## config.mk

```make
export PLATFORM = sky130hd
export DESIGN_NAME = irq_prio_ctrl
export DESIGN_NICKNAME = d
export VERILOG_FILES = /design/src/rtl/irq_prio_pkg.sv /design/src/rtl/irq_level_pick.sv /design/src/rtl/irq_arbiter.sv /design/src/rtl/irq_insvc.sv /design/src/rtl/irq_stack_seq.sv /design/src/rtl/irq_prio_ctrl.sv
export SDC_FILE = /design/constraint.sdc
export NUM_CORES = 1
export LEC_CHECK = 0
export BUFFER_PORTS_ARGS = -buffer_cell sky130_fd_sc_hd__buf_2
export CORE_ASPECT_RATIO = 0.9
export CORE_MARGIN = 5
export CORE_UTILIZATION = 30
export CTS_BUF_LIST = sky130_fd_sc_hd__clkbuf_8
export CTS_CLUSTER_SIZE = 16
export DETAILED_ROUTE_END_ITERATION = 10
export SYNTH_ARGS = -nofsm -noshare
export SYNTH_HDL_FRONTEND = slang
export SYNTH_HIERARCHICAL = 1
export SYNTH_SLANG_ARGS = --single-unit
```

## constraint.sdc

```tcl
create_clock -name clk -period 2.85 [get_ports clk]
set_input_delay 0.1425 -clock clk [delete_from_list [all_inputs] [get_ports clk]]
set_output_delay 0.1425 -clock clk [all_outputs]
set_load 0.005 [all_outputs]
```

## src/rtl/irq_prio_pkg.sv

```systemverilog
package irq_prio_pkg;

   typedef enum logic [2:0] {
      SQ_IDLE,
      SQ_PUSH_LO,
      SQ_PUSH_HI,
      SQ_POP_HI,
      SQ_POP_LO
   } seq_state_e;

   localparam int unsigned NUM_LVL = 2;
   localparam int unsigned LVL_LO  = 0;
   localparam int unsigned LVL_HI  = 1;

endpackage

```

## src/rtl/irq_level_pick.sv

```systemverilog
// Fixed-order picker: the lowest set index among the candidates wins.
module irq_level_pick #(
   parameter int unsigned NSRC = 6,
   parameter int unsigned IDXW = 3
) (
   input  logic [NSRC-1:0] cand_i,
   output logic            hit_o,
   output logic [IDXW-1:0] idx_o
);

   always_comb begin
      idx_o = '0;
      for (int i = NSRC - 1; i >= 0; i--) begin
         if (cand_i[i]) idx_o = IDXW'(i);
      end
      hit_o = |cand_i;
   end

endmodule

```

## src/rtl/irq_arbiter.sv

```systemverilog
module irq_arbiter
   import irq_prio_pkg::*;
#(
   parameter int unsigned NSRC = 6,
   parameter int unsigned IDXW = 3
) (
   input  logic [NSRC-1:0]    req_i,
   input  logic [NSRC-1:0]    src_en_i,
   input  logic [NSRC-1:0]    prio_i,
   input  logic               glb_en_i,
   input  logic [NUM_LVL-1:0] insvc_i,
   output logic               grant_vld_o,
   output logic [IDXW-1:0]    grant_idx_o,
   output logic               grant_lvl_o
);

   logic [NSRC-1:0]              elig;
   logic [NUM_LVL-1:0]           lvl_hit;
   logic [NUM_LVL-1:0][IDXW-1:0] lvl_idx;
   logic [NUM_LVL-1:0]           lvl_open;

   assign elig = req_i & src_en_i & {NSRC{glb_en_i}};

   for (genvar g = 0; g < NUM_LVL; g++) begin : g_lvl
      logic [NSRC-1:0] cand;
      if (g == LVL_HI) begin : g_hi
         assign cand = elig & prio_i;
      end else begin : g_lo
         assign cand = elig & ~prio_i;
      end
      irq_level_pick #(.NSRC(NSRC), .IDXW(IDXW)) u_pick (
         .cand_i (cand),
         .hit_o  (lvl_hit[g]),
         .idx_o  (lvl_idx[g])
      );
   end

   // A level is open when no level at or above it is in service.
   assign lvl_open[LVL_HI] = ~insvc_i[LVL_HI];
   assign lvl_open[LVL_LO] = ~insvc_i[LVL_HI] & ~insvc_i[LVL_LO];

   always_comb begin
      grant_vld_o = 1'b0;
      grant_idx_o = '0;
      grant_lvl_o = 1'b0;
      if (lvl_hit[LVL_HI] && lvl_open[LVL_HI]) begin
         grant_vld_o = 1'b1;
         grant_idx_o = lvl_idx[LVL_HI];
         grant_lvl_o = 1'b1;
      end else if (lvl_hit[LVL_LO] && lvl_open[LVL_LO]) begin
         grant_vld_o = 1'b1;
         grant_idx_o = lvl_idx[LVL_LO];
      end
   end

endmodule

```

## src/rtl/irq_insvc.sv

```systemverilog
module irq_insvc
   import irq_prio_pkg::*;
(
   input  logic               clk,
   input  logic               rst_n,
   input  logic               set_en_i,
   input  logic               set_lvl_i,
   input  logic               clr_en_i,
   output logic [NUM_LVL-1:0] insvc_o
);

   logic [NUM_LVL-1:0] insvc_q;

   always_ff @(posedge clk or negedge rst_n) begin
      if (!rst_n) begin
         insvc_q <= '0;
      end else if (clr_en_i) begin
         if (insvc_q[LVL_HI]) insvc_q[LVL_HI] <= 1'b0;
         else                 insvc_q[LVL_LO] <= 1'b0;
      end else if (set_en_i) begin
         if (set_lvl_i) insvc_q[LVL_HI] <= 1'b1;
         else           insvc_q[LVL_LO] <= 1'b1;
      end
   end

   assign insvc_o = insvc_q;

endmodule

```

## src/rtl/irq_stack_seq.sv

```systemverilog
module irq_stack_seq
   import irq_prio_pkg::*;
#(
   parameter int unsigned PC_W    = 16,
   parameter int unsigned SP_W    = 8,
   parameter int unsigned SP_INIT = 7
) (
   input  logic              clk,
   input  logic              rst_n,
   input  logic              call_go_i,
   input  logic              ret_go_i,
   input  logic [PC_W-1:0]   call_pc_i,
   input  logic [PC_W-1:0]   call_vec_i,
   input  logic [PC_W/2-1:0] rdata_i,
   output logic              busy_o,
   output logic              we_o,
   output logic              re_o,
   output logic [SP_W-1:0]   addr_o,
   output logic [PC_W/2-1:0] wdata_o,
   output logic              pc_load_o,
   output logic [PC_W-1:0]   pc_val_o,
   output logic [SP_W-1:0]   sp_o
);

   localparam int unsigned BW = PC_W / 2;

   seq_state_e      st_q, st_d;
   logic [SP_W-1:0] sp_q;
   logic [PC_W-1:0] pc_q;
   logic [PC_W-1:0] vec_q;
   logic [BW-1:0]   hi_q;
   logic            push_ph, pop_ph;

   assign push_ph = (st_q == SQ_PUSH_LO) || (st_q == SQ_PUSH_HI);
   assign pop_ph  = (st_q == SQ_POP_HI)  || (st_q == SQ_POP_LO);

   always_comb begin
      st_d = st_q;
      unique case (st_q)
         SQ_IDLE: begin
            if (ret_go_i)       st_d = SQ_POP_HI;
            else if (call_go_i) st_d = SQ_PUSH_LO;
         end
         SQ_PUSH_LO: st_d = SQ_PUSH_HI;
         SQ_PUSH_HI: st_d = SQ_IDLE;
         SQ_POP_HI:  st_d = SQ_POP_LO;
         SQ_POP_LO:  st_d = SQ_IDLE;
         default:    st_d = SQ_IDLE;
      endcase
   end

   always_ff @(posedge clk or negedge rst_n) begin
      if (!rst_n) begin
         st_q  <= SQ_IDLE;
         sp_q  <= SP_W'(SP_INIT);
         pc_q  <= '0;
         vec_q <= '0;
         hi_q  <= '0;
      end else begin
         st_q <= st_d;
         if (st_q == SQ_IDLE && call_go_i && !ret_go_i) begin
            pc_q  <= call_pc_i;
            vec_q <= call_vec_i;
         end
         if (push_ph) sp_q <= sp_q + 1'b1;
         if (pop_ph)  sp_q <= sp_q - 1'b1;
         if (st_q == SQ_POP_HI) hi_q <= rdata_i;
      end
   end

   always_comb begin
      busy_o    = (st_q != SQ_IDLE);
      we_o      = push_ph;
      re_o      = pop_ph;
      addr_o    = push_ph ? sp_q + 1'b1 : sp_q;
      wdata_o   = (st_q == SQ_PUSH_HI) ? pc_q[PC_W-1:BW] : pc_q[BW-1:0];
      pc_load_o = (st_q == SQ_PUSH_HI) || (st_q == SQ_POP_LO);
      pc_val_o  = (st_q == SQ_PUSH_HI) ? vec_q : {hi_q, rdata_i};
   end

   assign sp_o = sp_q;

endmodule

```

## src/rtl/irq_prio_ctrl.sv

```systemverilog
module irq_prio_ctrl
   import irq_prio_pkg::*;
#(
   parameter int unsigned NSRC     = 6,
   parameter int unsigned PC_W     = 16,
   parameter int unsigned SP_W     = 8,
   parameter int unsigned SP_INIT  = 7,
   parameter int unsigned VEC_BASE = 3,
   parameter int unsigned VEC_STEP = 8
) (
   input  logic              clk,
   input  logic              rst_n,
   input  logic [NSRC-1:0]   req_i,
   input  logic [NSRC-1:0]   src_en_i,
   input  logic [NSRC-1:0]   prio_i,
   input  logic              glb_en_i,
   input  logic              poll_i,
   input  logic [PC_W-1:0]   pc_i,
   input  logic              ret_i,
   input  logic              reti_i,
   input  logic [PC_W/2-1:0] stk_rdata_i,
   output logic              stk_we_o,
   output logic              stk_re_o,
   output logic [SP_W-1:0]   stk_addr_o,
   output logic [PC_W/2-1:0] stk_wdata_o,
   output logic              pc_load_o,
   output logic [PC_W-1:0]   pc_val_o,
   output logic [NSRC-1:0]   ack_o,
   output logic              busy_o,
   output logic [1:0]        insvc_o
,  output logic [SP_W-1:0]   sp_o
);

   localparam int unsigned IDXW    = (NSRC > 1) ? $clog2(NSRC) : 1;
   localparam longint      VEC_TOP = longint'(VEC_BASE) + longint'(VEC_STEP) * longint'(NSRC - 1);

   initial begin
      assert (NSRC >= 1 && NSRC <= 32) else $error("NSRC out of range");
      assert (PC_W % 2 == 0 && PC_W >= 2) else $error("PC_W must be even");
      assert (VEC_TOP < (longint'(1) << PC_W)) else $error("vector table exceeds PC_W");
      assert (SP_INIT < (longint'(1) << SP_W)) else $error("SP_INIT exceeds SP_W");
   end

   logic            grant_vld, grant_lvl;
   logic [IDXW-1:0] grant_idx;
   logic            idle, ret_go, call_go, clr_go;
   logic [PC_W-1:0] vec;
   logic [NSRC-1:0] ack_q;

   irq_arbiter #(.NSRC(NSRC), .IDXW(IDXW)) u_arb (
      .req_i       (req_i),
      .src_en_i    (src_en_i),
      .prio_i      (prio_i),
      .glb_en_i    (glb_en_i),
      .insvc_i     (insvc_o),
      .grant_vld_o (grant_vld),
      .grant_idx_o (grant_idx),
      .grant_lvl_o (grant_lvl)
   );

   assign idle    = ~busy_o;
   assign ret_go  = idle & (ret_i | reti_i);
   assign call_go = idle & poll_i & grant_vld & ~ret_go;
   assign clr_go  = idle & reti_i;
   assign vec     = PC_W'(VEC_BASE) + PC_W'(VEC_STEP) * PC_W'(grant_idx);

   irq_insvc u_insvc (
      .clk       (clk),
      .rst_n     (rst_n),
      .set_en_i  (call_go),
      .set_lvl_i (grant_lvl),
      .clr_en_i  (clr_go),
      .insvc_o   (insvc_o)
   );

   irq_stack_seq #(.PC_W(PC_W), .SP_W(SP_W), .SP_INIT(SP_INIT)) u_seq (
      .clk        (clk),
      .rst_n      (rst_n),
      .call_go_i  (call_go),
      .ret_go_i   (ret_go),
      .call_pc_i  (pc_i),
      .call_vec_i (vec),
      .rdata_i    (stk_rdata_i),
      .busy_o     (busy_o),
      .we_o       (stk_we_o),
      .re_o       (stk_re_o),
      .addr_o     (stk_addr_o),
      .wdata_o    (stk_wdata_o),
      .pc_load_o  (pc_load_o),
      .pc_val_o   (pc_val_o),
      .sp_o       (sp_o)
   );

   always_ff @(posedge clk or negedge rst_n) begin
      if (!rst_n) ack_q <= '0;
      else        ack_q <= call_go ? ({{(NSRC-1){1'b0}}, 1'b1} << grant_idx) : '0;
   end

   assign ack_o = ack_q;

endmodule

```

After elaboration in Yosys (flattened, before gate mapping)
Cells that the tools add are included.
{"block": "op_classes", "mux": 30, "eq_ne": 7, "shift": 1, "bitwise_logic": 16, "reduce_logical": 16, "addsub": 3}
{"operator": "3-bit two-way mux", "count": 16}
{"operator": "6-bit bitwise AND", "count": 4}
{"operator": "8-bit two-way mux", "count": 3}
{"operator": "16-bit two-way mux", "count": 1}
{"operator": "6-bit OR reduction", "count": 2}
{"operator": "3-bit case mux with 3 select lines", "count": 1}
{"operator": "8-bit by 1-bit adder with 8-bit output, second input constant", "count": 1}
{"operator": "8-bit by 1-bit subtractor with 8-bit output, second input constant", "count": 1}
{"operator": "2-bit by 6-bit adder with 7-bit output, first input constant", "count": 1}
{"operator": "1-bit bitwise AND", "count": 6}
{"operator": "3-bit by 2-bit == test with 1-bit output, second input constant", "count": 2}
{"operator": "1-bit two-way mux", "count": 6}
{"operator": "6-bit two-way mux", "count": 1}
{"operator": "6-bit inverter", "count": 1}
{"operator": "1-bit by 3-bit left shift with 6-bit output, first input constant", "count": 1}
{"operator": "1-bit logical AND", "count": 4}
{"operator": "2-bit two-way mux", "count": 2}
{"operator": "1-bit inverter", "count": 4}
{"operator": "2-bit nonzero test", "count": 2}
{"operator": "3-bit by 1-bit == test with 1-bit output, second input constant", "count": 1}
{"operator": "3-bit == test, second input constant", "count": 1}
{"operator": "3-bit zero test", "count": 1}
{"operator": "1-bit logical OR", "count": 3}
{"operator": "3-bit inequality test, second input constant", "count": 1}
{"operator": "7 further kinds", "count": 7}
{"block": "word_totals", "elab_cells": 81, "out_inout_bits": 52, "reg_bits": 59, "input_bits": 48}

Depth between registers and ports, before layout
Gate-level depths: netlist of the first run.
{"block": "depth", "depth_word": 13, "ltp_mapped": 12, "mapped_depth_nobuf": 10}

By module
Netlist of the first run, hierarchy kept.
{"mod": "irq_stack_seq", "area_per_inst_um2": 2627.5, "cells_each": 205, "instances": 1}
{"mod": "irq_prio_ctrl", "area_per_inst_um2": 286.5, "cells_each": 22, "instances": 1}
{"mod": "irq_arbiter", "area_per_inst_um2": 176.4, "cells_each": 37, "instances": 1}
{"mod": "irq_level_pick", "area_per_inst_um2": 52.6, "cells_each": 10, "instances": 2}
{"mod": "irq_insvc", "area_per_inst_um2": 83.8, "cells_each": 7, "instances": 1}

Least setup slack after synthesis of the first run
OpenSTA, ideal clock, no wires.
{"block": "synth_timing", "path_type": "input -> register", "startpoint": "input src_en_i[0]", "endpoint": "register u_seq.pc_q[0]", "path_slack_ns": 0.318, "arrival_ns": 2.407, "required_ns": 2.725, "stages": 12, "path_cell_list": "nand3_1 nor2_1 or4_1 or3_1 inv_1 a21oi_1 nor4b_2 and2_1 or3b_1 buf_6 buf_12 mux2_4"}
{"block": "synth_via", "elab_cells_between_ends": 14, "cone_classes": "2 x mux; 6 x bitwise; 6 x reduce/logical"}
{"element": "from (decl)", "line": "irq_prio_ctrl.sv:14", "source": "input logic [NSRC-1:0] src_en_i,"}
{"element": "6-bit bitwise AND (2 in a row)", "line": "irq_arbiter.sv:22", "source": "assign elig = req_i & src_en_i & {NSRC{glb_en_i}};"}
{"element": "6-bit bitwise AND", "line": "irq_arbiter.sv:27", "source": "assign cand = elig & prio_i;"}
{"element": "net u_arb.g_lvl[1].cand[0]", "line": "irq_arbiter.sv:25", "source": "logic [NSRC-1:0] cand;"}
{"element": "6-bit OR reduction", "line": "irq_level_pick.sv:16", "source": "hit_o = |cand_i;"}
{"element": "net u_arb.lvl_hit[1]", "line": "irq_arbiter.sv:18", "source": "logic [NUM_LVL-1:0] lvl_hit;"}
{"element": "1-bit logical AND", "line": "irq_arbiter.sv:46", "source": "if (lvl_hit[LVL_HI] && lvl_open[LVL_HI]) begin"}
{"element": "1-bit two-way mux", "line": "irq_arbiter.sv:46"}
{"element": "net grant_vld", "line": "irq_prio_ctrl.sv:44", "source": "logic grant_vld, grant_lvl;"}
{"element": "1-bit bitwise AND (2 in a row)", "line": "irq_prio_ctrl.sv:63", "source": "assign call_go = idle & poll_i & grant_vld & ~ret_go;"}
{"element": "net call_go", "line": "irq_prio_ctrl.sv:46", "source": "logic idle, ret_go, call_go, clr_go;"}
{"element": "1-bit logical AND (2 in a row)", "line": "irq_stack_seq.sv:61", "source": "if (st_q == SQ_IDLE && call_go_i && !ret_go_i) begin"}
{"element": "to (signal assigned)", "line": "irq_stack_seq.sv:62", "source": "pc_q <= call_pc_i;"}
{"element": "to (decl)", "line": "irq_stack_seq.sv:29", "source": "logic [PC_W-1:0] pc_q;"}
The timed path passes the listed nets, and every way through them passes these cells.
A chain may end at the register's enable or synchronous reset.

Worst setup path in the final report of the first run
{"block": "layout_timing", "startpoint": "register u_seq.st_q[1]", "endpoint": "register u_seq.vec_q[9]"}
{"block": "layout_via", "elab_chain_len": 7, "elab_cells_between_ends": 11, "cone_classes": "6 x bitwise; 5 x reduce/logical"}
{"element": "from (decl)", "line": "irq_stack_seq.sv:27", "source": "seq_state_e st_q, st_d;"}
{"element": "from (signal assigned)", "line": "irq_stack_seq.sv:60", "source": "st_q <= st_d;"}
{"element": "3-bit nonzero test (*)", "line": "irq_stack_seq.sv:72", "source": "busy_o = (st_q != SQ_IDLE);"}
{"element": "1-bit inverter (*)", "line": "irq_prio_ctrl.sv:61", "source": "assign idle = ~busy_o;"}
{"element": "1-bit bitwise AND (on tied branches)", "line": "irq_prio_ctrl.sv:63, irq_prio_ctrl.sv:62"}
{"element": "1-bit bitwise AND or 1-bit inverter (tied branches)", "line": "irq_prio_ctrl.sv:63"}
{"element": "1-bit bitwise AND (*)", "line": "irq_prio_ctrl.sv:63"}
{"element": "net call_go", "line": "irq_prio_ctrl.sv:46"}
{"element": "1-bit logical AND (*) (2 in a row)", "line": "irq_stack_seq.sv:61"}
{"element": "to (signal assigned)", "line": "irq_stack_seq.sv:63", "source": "vec_q <= call_vec_i;"}
{"element": "to (decl)", "line": "irq_stack_seq.sv:30", "source": "logic [PC_W-1:0] vec_q;"}
Mark *: on every way through the listed nets, which the timed path passes. The rest lies on a longest branch.

==> results.sh, run 1 <==
export IMPL_fin_util=0.3905
export IMPL_period_share=0.8899
export IMPL_avgViaCountPerCell=4.551
export IMPL_postRouteAntennaNets=0
export IMPL_cp_startpoint="u_seq/st_q[1]"
export IMPL_fp_dieW_um=120.2
export IMPL_gr_usage_all_layers=0.1183
export IMPL_cts_hold_buf=0
export IMPL_gp_congestion=0.7983
export IMPL_dp_hpwl_um=5675
export IMPL_wl_per_cell_um=13.78
export IMPL_clk_latency_ns=0.33
export IMPL_critPathLaunchType="flip-flop"
export IMPL_yosys_cell_types_count=48
export IMPL_whs_path_depth=3
export IMPL_rows=36
export IMPL_critPathMaxFanout=32
export IMPL_post_synth_top_count_cell="dfrtp_1"
export IMPL_rr_endpoint="u_seq/vec_q[9]"
export IMPL_netlist_area_um2=3279
export IMPL_drc=0
export IMPL_dieArea_um2=13130
export IMPL_nFillCells=1068
export IMPL_ys_ff_latch=59
export IMPL_run_status="completed"
export IMPL_setup_viol=0
export IMPL_synth_top_area_cell="dfrtp_1"
export IMPL_root_buffer="clkbuf_8"
export IMPL_drt_iter0_markers=55
export IMPL_arrival_ns=2.75
export IMPL_cts_buffer_depth=2
export IMPL_grt_max_degree=50
export IMPL_yosysSeqAreaShare=0.4514
export IMPL_die_h_um=109.2
export IMPL_clock_sink_count=59
export IMPL_antenna_found_initial=0
export IMPL_crit_type="reg -> reg"
export IMPL_hold_class="in -> reg"
export IMPL_netlist_top_cells_count="dfrtp_1, nor2_1, nand2_1"
export IMPL_finalPower_mw=3.982
export IMPL_first_global_vias=2540
export IMPL_cp_end_kind="flip-flop"
export IMPL_fin_crit_ns=2.536
export IMPL_postCtsSetupBuffers=0
export IMPL_p_per_area_nw_per_um2=947.2
export IMPL_hold_start="stk_rdata_i[5]"
export IMPL_grt_setup_unrepaired="false"
export IMPL_cts_resized=0
export IMPL_port_buffers=99
export IMPL_wl_um=7554
export IMPL_synth_main_ff_cell="dfrtp_1"
export IMPL_synth_warnings=6
export IMPL_synth_top_area_share=0.4273
export IMPL_synth_edf_count=0
export IMPL_required_ns=3.06
export IMPL_overflow=0
export IMPL_syn_inst=291
export IMPL_io_pins=100
export IMPL_synth_area_leaders="dfrtp_1, mux2_4, mux2_2"
export IMPL_cts_tree="done"
export IMPL_start_util=0.3046
export IMPL_n_antenna_cell=0
export IMPL_fin_nets=460
export IMPL_drive_above_1_share=0.4651
export IMPL_ff2ff_setup_slack_ns=0.31
export IMPL_final_hold_viol_count=0
export IMPL_max_freq_mhz=394.3
export IMPL_p_leak_nw=2.217
export IMPL_vias=2494
export IMPL_finClkSkew_ns=0.005634
export IMPL_fp_coreArea_um2=10770
export IMPL_fin_setup_tns_ns=0
export IMPL_htreeDepth=3
export IMPL_slew_headroom=0.2683
export IMPL_synth_area_per_cell_um2=11.27
export IMPL_grt_first_pass_wirelength_um=12320
export IMPL_peakVddDrop_v=0.0002464
export IMPL_r2r_start="u_seq/st_q[1]"
export IMPL_syn2layout_area_growth_pct=28.20
export IMPL_postSynth_asyncResetShare=1.000
export IMPL_cts_buffers=9
export IMPL_drv_cap=0
export IMPL_drv_slew=0
export IMPL_worst_pin_slew_ns=1.097
export IMPL_firstDrtPassIters=4
export IMPL_r2r_cells=6
export IMPL_holdPathEnd="u_seq/hi_q[5]"
export IMPL_clkTransAtPathRegs_ns=0.06
## critical path, stage by stage (launching register included)
cell and delay, ns:
dfrtp_1 0.46, or3_4 0.47, nor4b_2 0.27, and2_1 0.18
or3b_2 0.48, buf_12 0.21, mux2_4 0.32
## layout by cell type, fill, tap and decap left out, drive strengths merged, types with 2 or more instances in the layout
master / count
xor2: 5
nand2: 33
a31oi: 3
dfstp: 3
a21oi: 6
nor3: 7
nor2: 35
and4b: 2
and3b: 2
clkinv: 3
ha: 2
nand3: 6
buf: 109
nand4bb: 3
nor4: 2
bufinv: 3
dfrtp: 56
nand4b: 2
nand2b: 4
xnor2: 11
inv: 12
or4: 2
mux2: 56
o21ai: 4
a221oi: 3
nor4b: 2
and4: 2
clkbuf: 10
or3: 3
conb: 13
## cell type report
class	instances	area, um^2	area share
Clock buffer	10	137.6	0.03274
Clock inverter	6	103.9	0.02470
Inverter	12	45.04	0.01071
Multi-Input combinational cell	219	1688	0.4015
Sequential cell	59	1480	0.3521
Tap cell	133	166.4	0.03958
Timing Repair Buffer	109	583.1	0.1387
## layer usage
metal  GRT usage  vias up  share of wire
li1            -     1234              -
met1      0.1507     1187           0.47
met2      0.1873       67           0.45
met3     0.04357        6          0.068
met4     0.03883        0          0.011
met5           0        -              0
## logic make-up (layout without fill, tap and decap cells)
logic type	after synthesis	after routing	share of synthesized area
compound gates	19	19	0.03853
xor+xnor	16	16	0.04273
fa+ha+maj	2	2	0.007629
buf+inv	24	137	0.04807
flops	59	59	0.4514
mux	56	56	0.2266
other cells	2	13	0.002290
simple gates	113	113	0.1828
## through the flow
stage	hold slack, ns	worst slack (ns)	area, um^2	instances
floorplan	-0.1531	0.3177	3321	302
global placement	0.3538	0.09382	3963	532
global route	0.01756	0.1811	4204	548
detailed placement	0.3551	0.04638	3963	532
CTS	0.0009837	0.3109	4204	548
finish	0.02029	0.3137	4204	548
## sequential cells by signal (all words and copies together) (netlist names)
signal	flops
u_insvc/insvc_o	2
ack_o	6
u_seq/st_q	3
u_seq/vec_q	16
u_seq/sp_o	8
u_seq/pc_q	16
u_seq/hi_q	8
## worst max path at each step
| stage | endpoint | slack, ns | cells after the start |
|---|---|---|---|
| floorplan | u_seq/pc_q[0] | 0.32 | 12 |
| global placement | u_seq/vec_q[1] | 0.09 | 12 |
| detailed placement | u_seq/pc_q[3] | 0.05 | 12 |
| CTS | u_seq/vec_q[9] | 0.31 | 6 |
| global route | u_seq/vec_q[13] | 0.18 | 6 |
| finish | u_seq/vec_q[9] | 0.31 | 6 |
## power by group
group	total (mW)	switching, mW	internal [mW]	leakage (nW)
clock network	0.925	0.327	0.599	0.127
logic	1.66	0.725	0.931	1.33
registers	1.40	0.254	1.15	0.760
total	3.98	1.30	2.68	2.22
No activity file was read; power rests on OpenSTA's default activity.
==> run 2, diff against run 1 <==
--- a/config.mk
+++ b/config.mk
@@ -8,7 +8,7 @@
 export BUFFER_PORTS_ARGS = -buffer_cell sky130_fd_sc_hd__buf_2
 export CORE_ASPECT_RATIO = 0.9
 export CORE_MARGIN = 5
-export CORE_UTILIZATION = 30
+export CORE_UTILIZATION = 25
 export CTS_BUF_LIST = sky130_fd_sc_hd__clkbuf_8
 export CTS_CLUSTER_SIZE = 16
 export DETAILED_ROUTE_END_ITERATION = 10
==> run 2 against run 1 <==
The flow now finishes with violations (negative hold slack). Sequential share of layout area down 0.18 points. Global-route usage down 0.84 points. Non-clock buffer count up 2. Largest power group unchanged.
==> results.sh, run 2 (synthesized netlist as in run 1, its figures left out) <==
export IMPL_dr_wl_met3_um=398
export IMPL_final_hold_viol_count=38
export IMPL_path_buf_inv=1
export IMPL_io_pins=100
export IMPL_cts_tree="done"
export IMPL_firstDrtPassIters=6
export IMPL_top_regs="u_seq/pc_q: 16 flops, u_seq/vec_q: 16 flops"
export IMPL_wl_met1_um=3693
export IMPL_wl_per_cell_um=13.83
export IMPL_required_ns=3.06
export IMPL_antenna_found_initial=0
export IMPL_dpl_cell_area_um2=4034
export IMPL_run_status="finished, violations left"
export IMPL_fin_nets=462
export IMPL_wl_met2_um=3796
export IMPL_cts_resized=0
export IMPL_slew_headroom=0.3599
export IMPL_path_delay_family="simple AND/OR/NAND/NOR gates"
export IMPL_final_common_cell="buf_2"
export IMPL_drt_iter0_markers=102
export IMPL_finalInstanceArea_um2=4225
export IMPL_setup_viol=0
export IMPL_critPathMaxFanout=22
export IMPL_critPathLaunchType="flip-flop"
export IMPL_hold_class="in -> async"
export IMPL_finClkSkew_ns=0.006219
export IMPL_place_inst=564
export IMPL_max_freq_mhz=385.3
export IMPL_overflow=0
export IMPL_finalNonFillerCells=579
export IMPL_fin_setup_tns_ns=0
export IMPL_arrival_ns=2.80
export IMPL_clock_sink_count=59
export IMPL_cpMaxStageDelayCell="or3b_2"
export IMPL_avgViaCountPerCell=4.371
export IMPL_final_cell_mix="buf_2, dfrtp_1, nor2_1"
export IMPL_rows=39
export IMPL_p_per_area_nw_per_um2=909.3
export IMPL_clk_latency_ns=0.33
export IMPL_fin_util=0.3305
export IMPL_p_leak_nw=2.207
export IMPL_drive_above_1_share=0.4627
export IMPL_drv_cap=0
export IMPL_fp_dieW_um=130.7
export IMPL_clkTransAtPathRegs_ns=0.06
export IMPL_n_antenna_cell=0
export IMPL_cp_cell_sequence="or3_4 -> nor4b_2 -> and2_1 -> or3b_2 -> buf_12 -> mux2_4"
export IMPL_grt_max_degree=43
export IMPL_syn2layout_area_growth_pct=28.84
export IMPL_violations="negative hold slack"
export IMPL_max_stage_delay_ns=0.53
export IMPL_drv_slew=0
export IMPL_grt_setup_unrepaired="false"
export IMPL_peakVddDrop_v=0.0002127
export IMPL_vias=2531
export IMPL_fp_coreArea_um2=12780
export IMPL_die_h_um=118.7
export IMPL_start_util=0.2565
export IMPL_gr_usage_all_layers=0.1099
export IMPL_fin_crit_ns=2.596
export IMPL_wl_um=8010
export IMPL_drc=0
export IMPL_gp_congestion=0.7748
export IMPL_first_global_vias=2735
export IMPL_worst_pin_slew_ns=0.9602
export IMPL_postCtsSetupBuffers=0
export IMPL_port_buffers=99
export IMPL_cp_end_kind="flip-flop"
export IMPL_period_share=0.9107
export IMPL_htreeDepth=3
export IMPL_dieArea_um2=15510
export IMPL_cts_buffer_depth=2
export IMPL_routed_top_layer="met4"
export IMPL_root_buffer="clkbuf_8"
export IMPL_postRouteAntennaNets=0
export IMPL_worst_hold_slack_ns=-0.03061
export IMPL_crit_type="reg -> reg"
export IMPL_dp_hpwl_um=6131
export IMPL_grt_first_pass_wirelength_um=13670
export IMPL_cts_buffers=9
-- run 2: changes by cell type in the layout (fill, tap and decap cells not counted) --
cell           previous run  this run
buf_12                    1         3
dlygate4sd3_1             0         1
buf_4                     9         8
bufinv_16                 3         1
-- run 2: where the power goes --
| part | switching [mW] | leakage, nW | internal, mW |
|---|---|---|---|
| Sequential | 0.242 | 0.760 | 1.15 |
| Combinational | 0.772 | 1.35 | 0.961 |
| Clock | 0.308 | 0.0992 | 0.411 |
| Total | 1.32 | 2.21 | 2.52 |
-- run 2: layer usage --
layer,GRT usage,up-vias
met2,0.1671,65
met5,0,-
met1,0.1463,1222
met3,0.03473,12
li1,-,1232
met4,0.03985,0
-- run 2: stage by stage --
stage          worst slack [ns]  hold slack (ns)  power, mW
5_1_grt                 0.08214          0.01941      4.164
3_5_place_dp           -0.01916           0.3564      3.159
4_1_cts                  0.2392         0.003963      3.912
3_3_place_gp            0.07512           0.3532      3.118
6_report                 0.2545         -0.03061      3.842
2_1_floorplan            0.3177          -0.1531      2.473
-- run 2: layout make-up --
cell class,instances,area [um^2]
Clock buffer,10,137.6
Clock inverter,4,43.79
Fill cell,1341,8559
Inverter,12,45.04
Multi-Input combinational cell,219,1688
Sequential cell,59,1480
Tap cell,164,205.2
Timing Repair Buffer,111,625.6
-- run 2: what timing repair did --
item,CTS,global route
hold buffers,1,0
setup endpoints to repair,0,0
endpoints found under the hold margin,1,0
-- run 2: final timing paths --
check	cells past startpoint	from	to	slack (ns)
min in group clk	3	stk_rdata_i[7]	u_seq/hi_q[7]	0.03
setup reg to reg	6	u_seq/st_q[0]	u_seq/vec_q[12]	0.25
hold reg to reg	2	u_seq/hi_q[7]	u_seq/hi_q[7]	0.47
hold / removal	1	rst_n	ack_o[5]	-0.03
max in group asynchronous	2	rst_n	u_seq/vec_q[13]	2.06
setup / recovery	6	u_seq/st_q[0]	u_seq/vec_q[12]	0.25
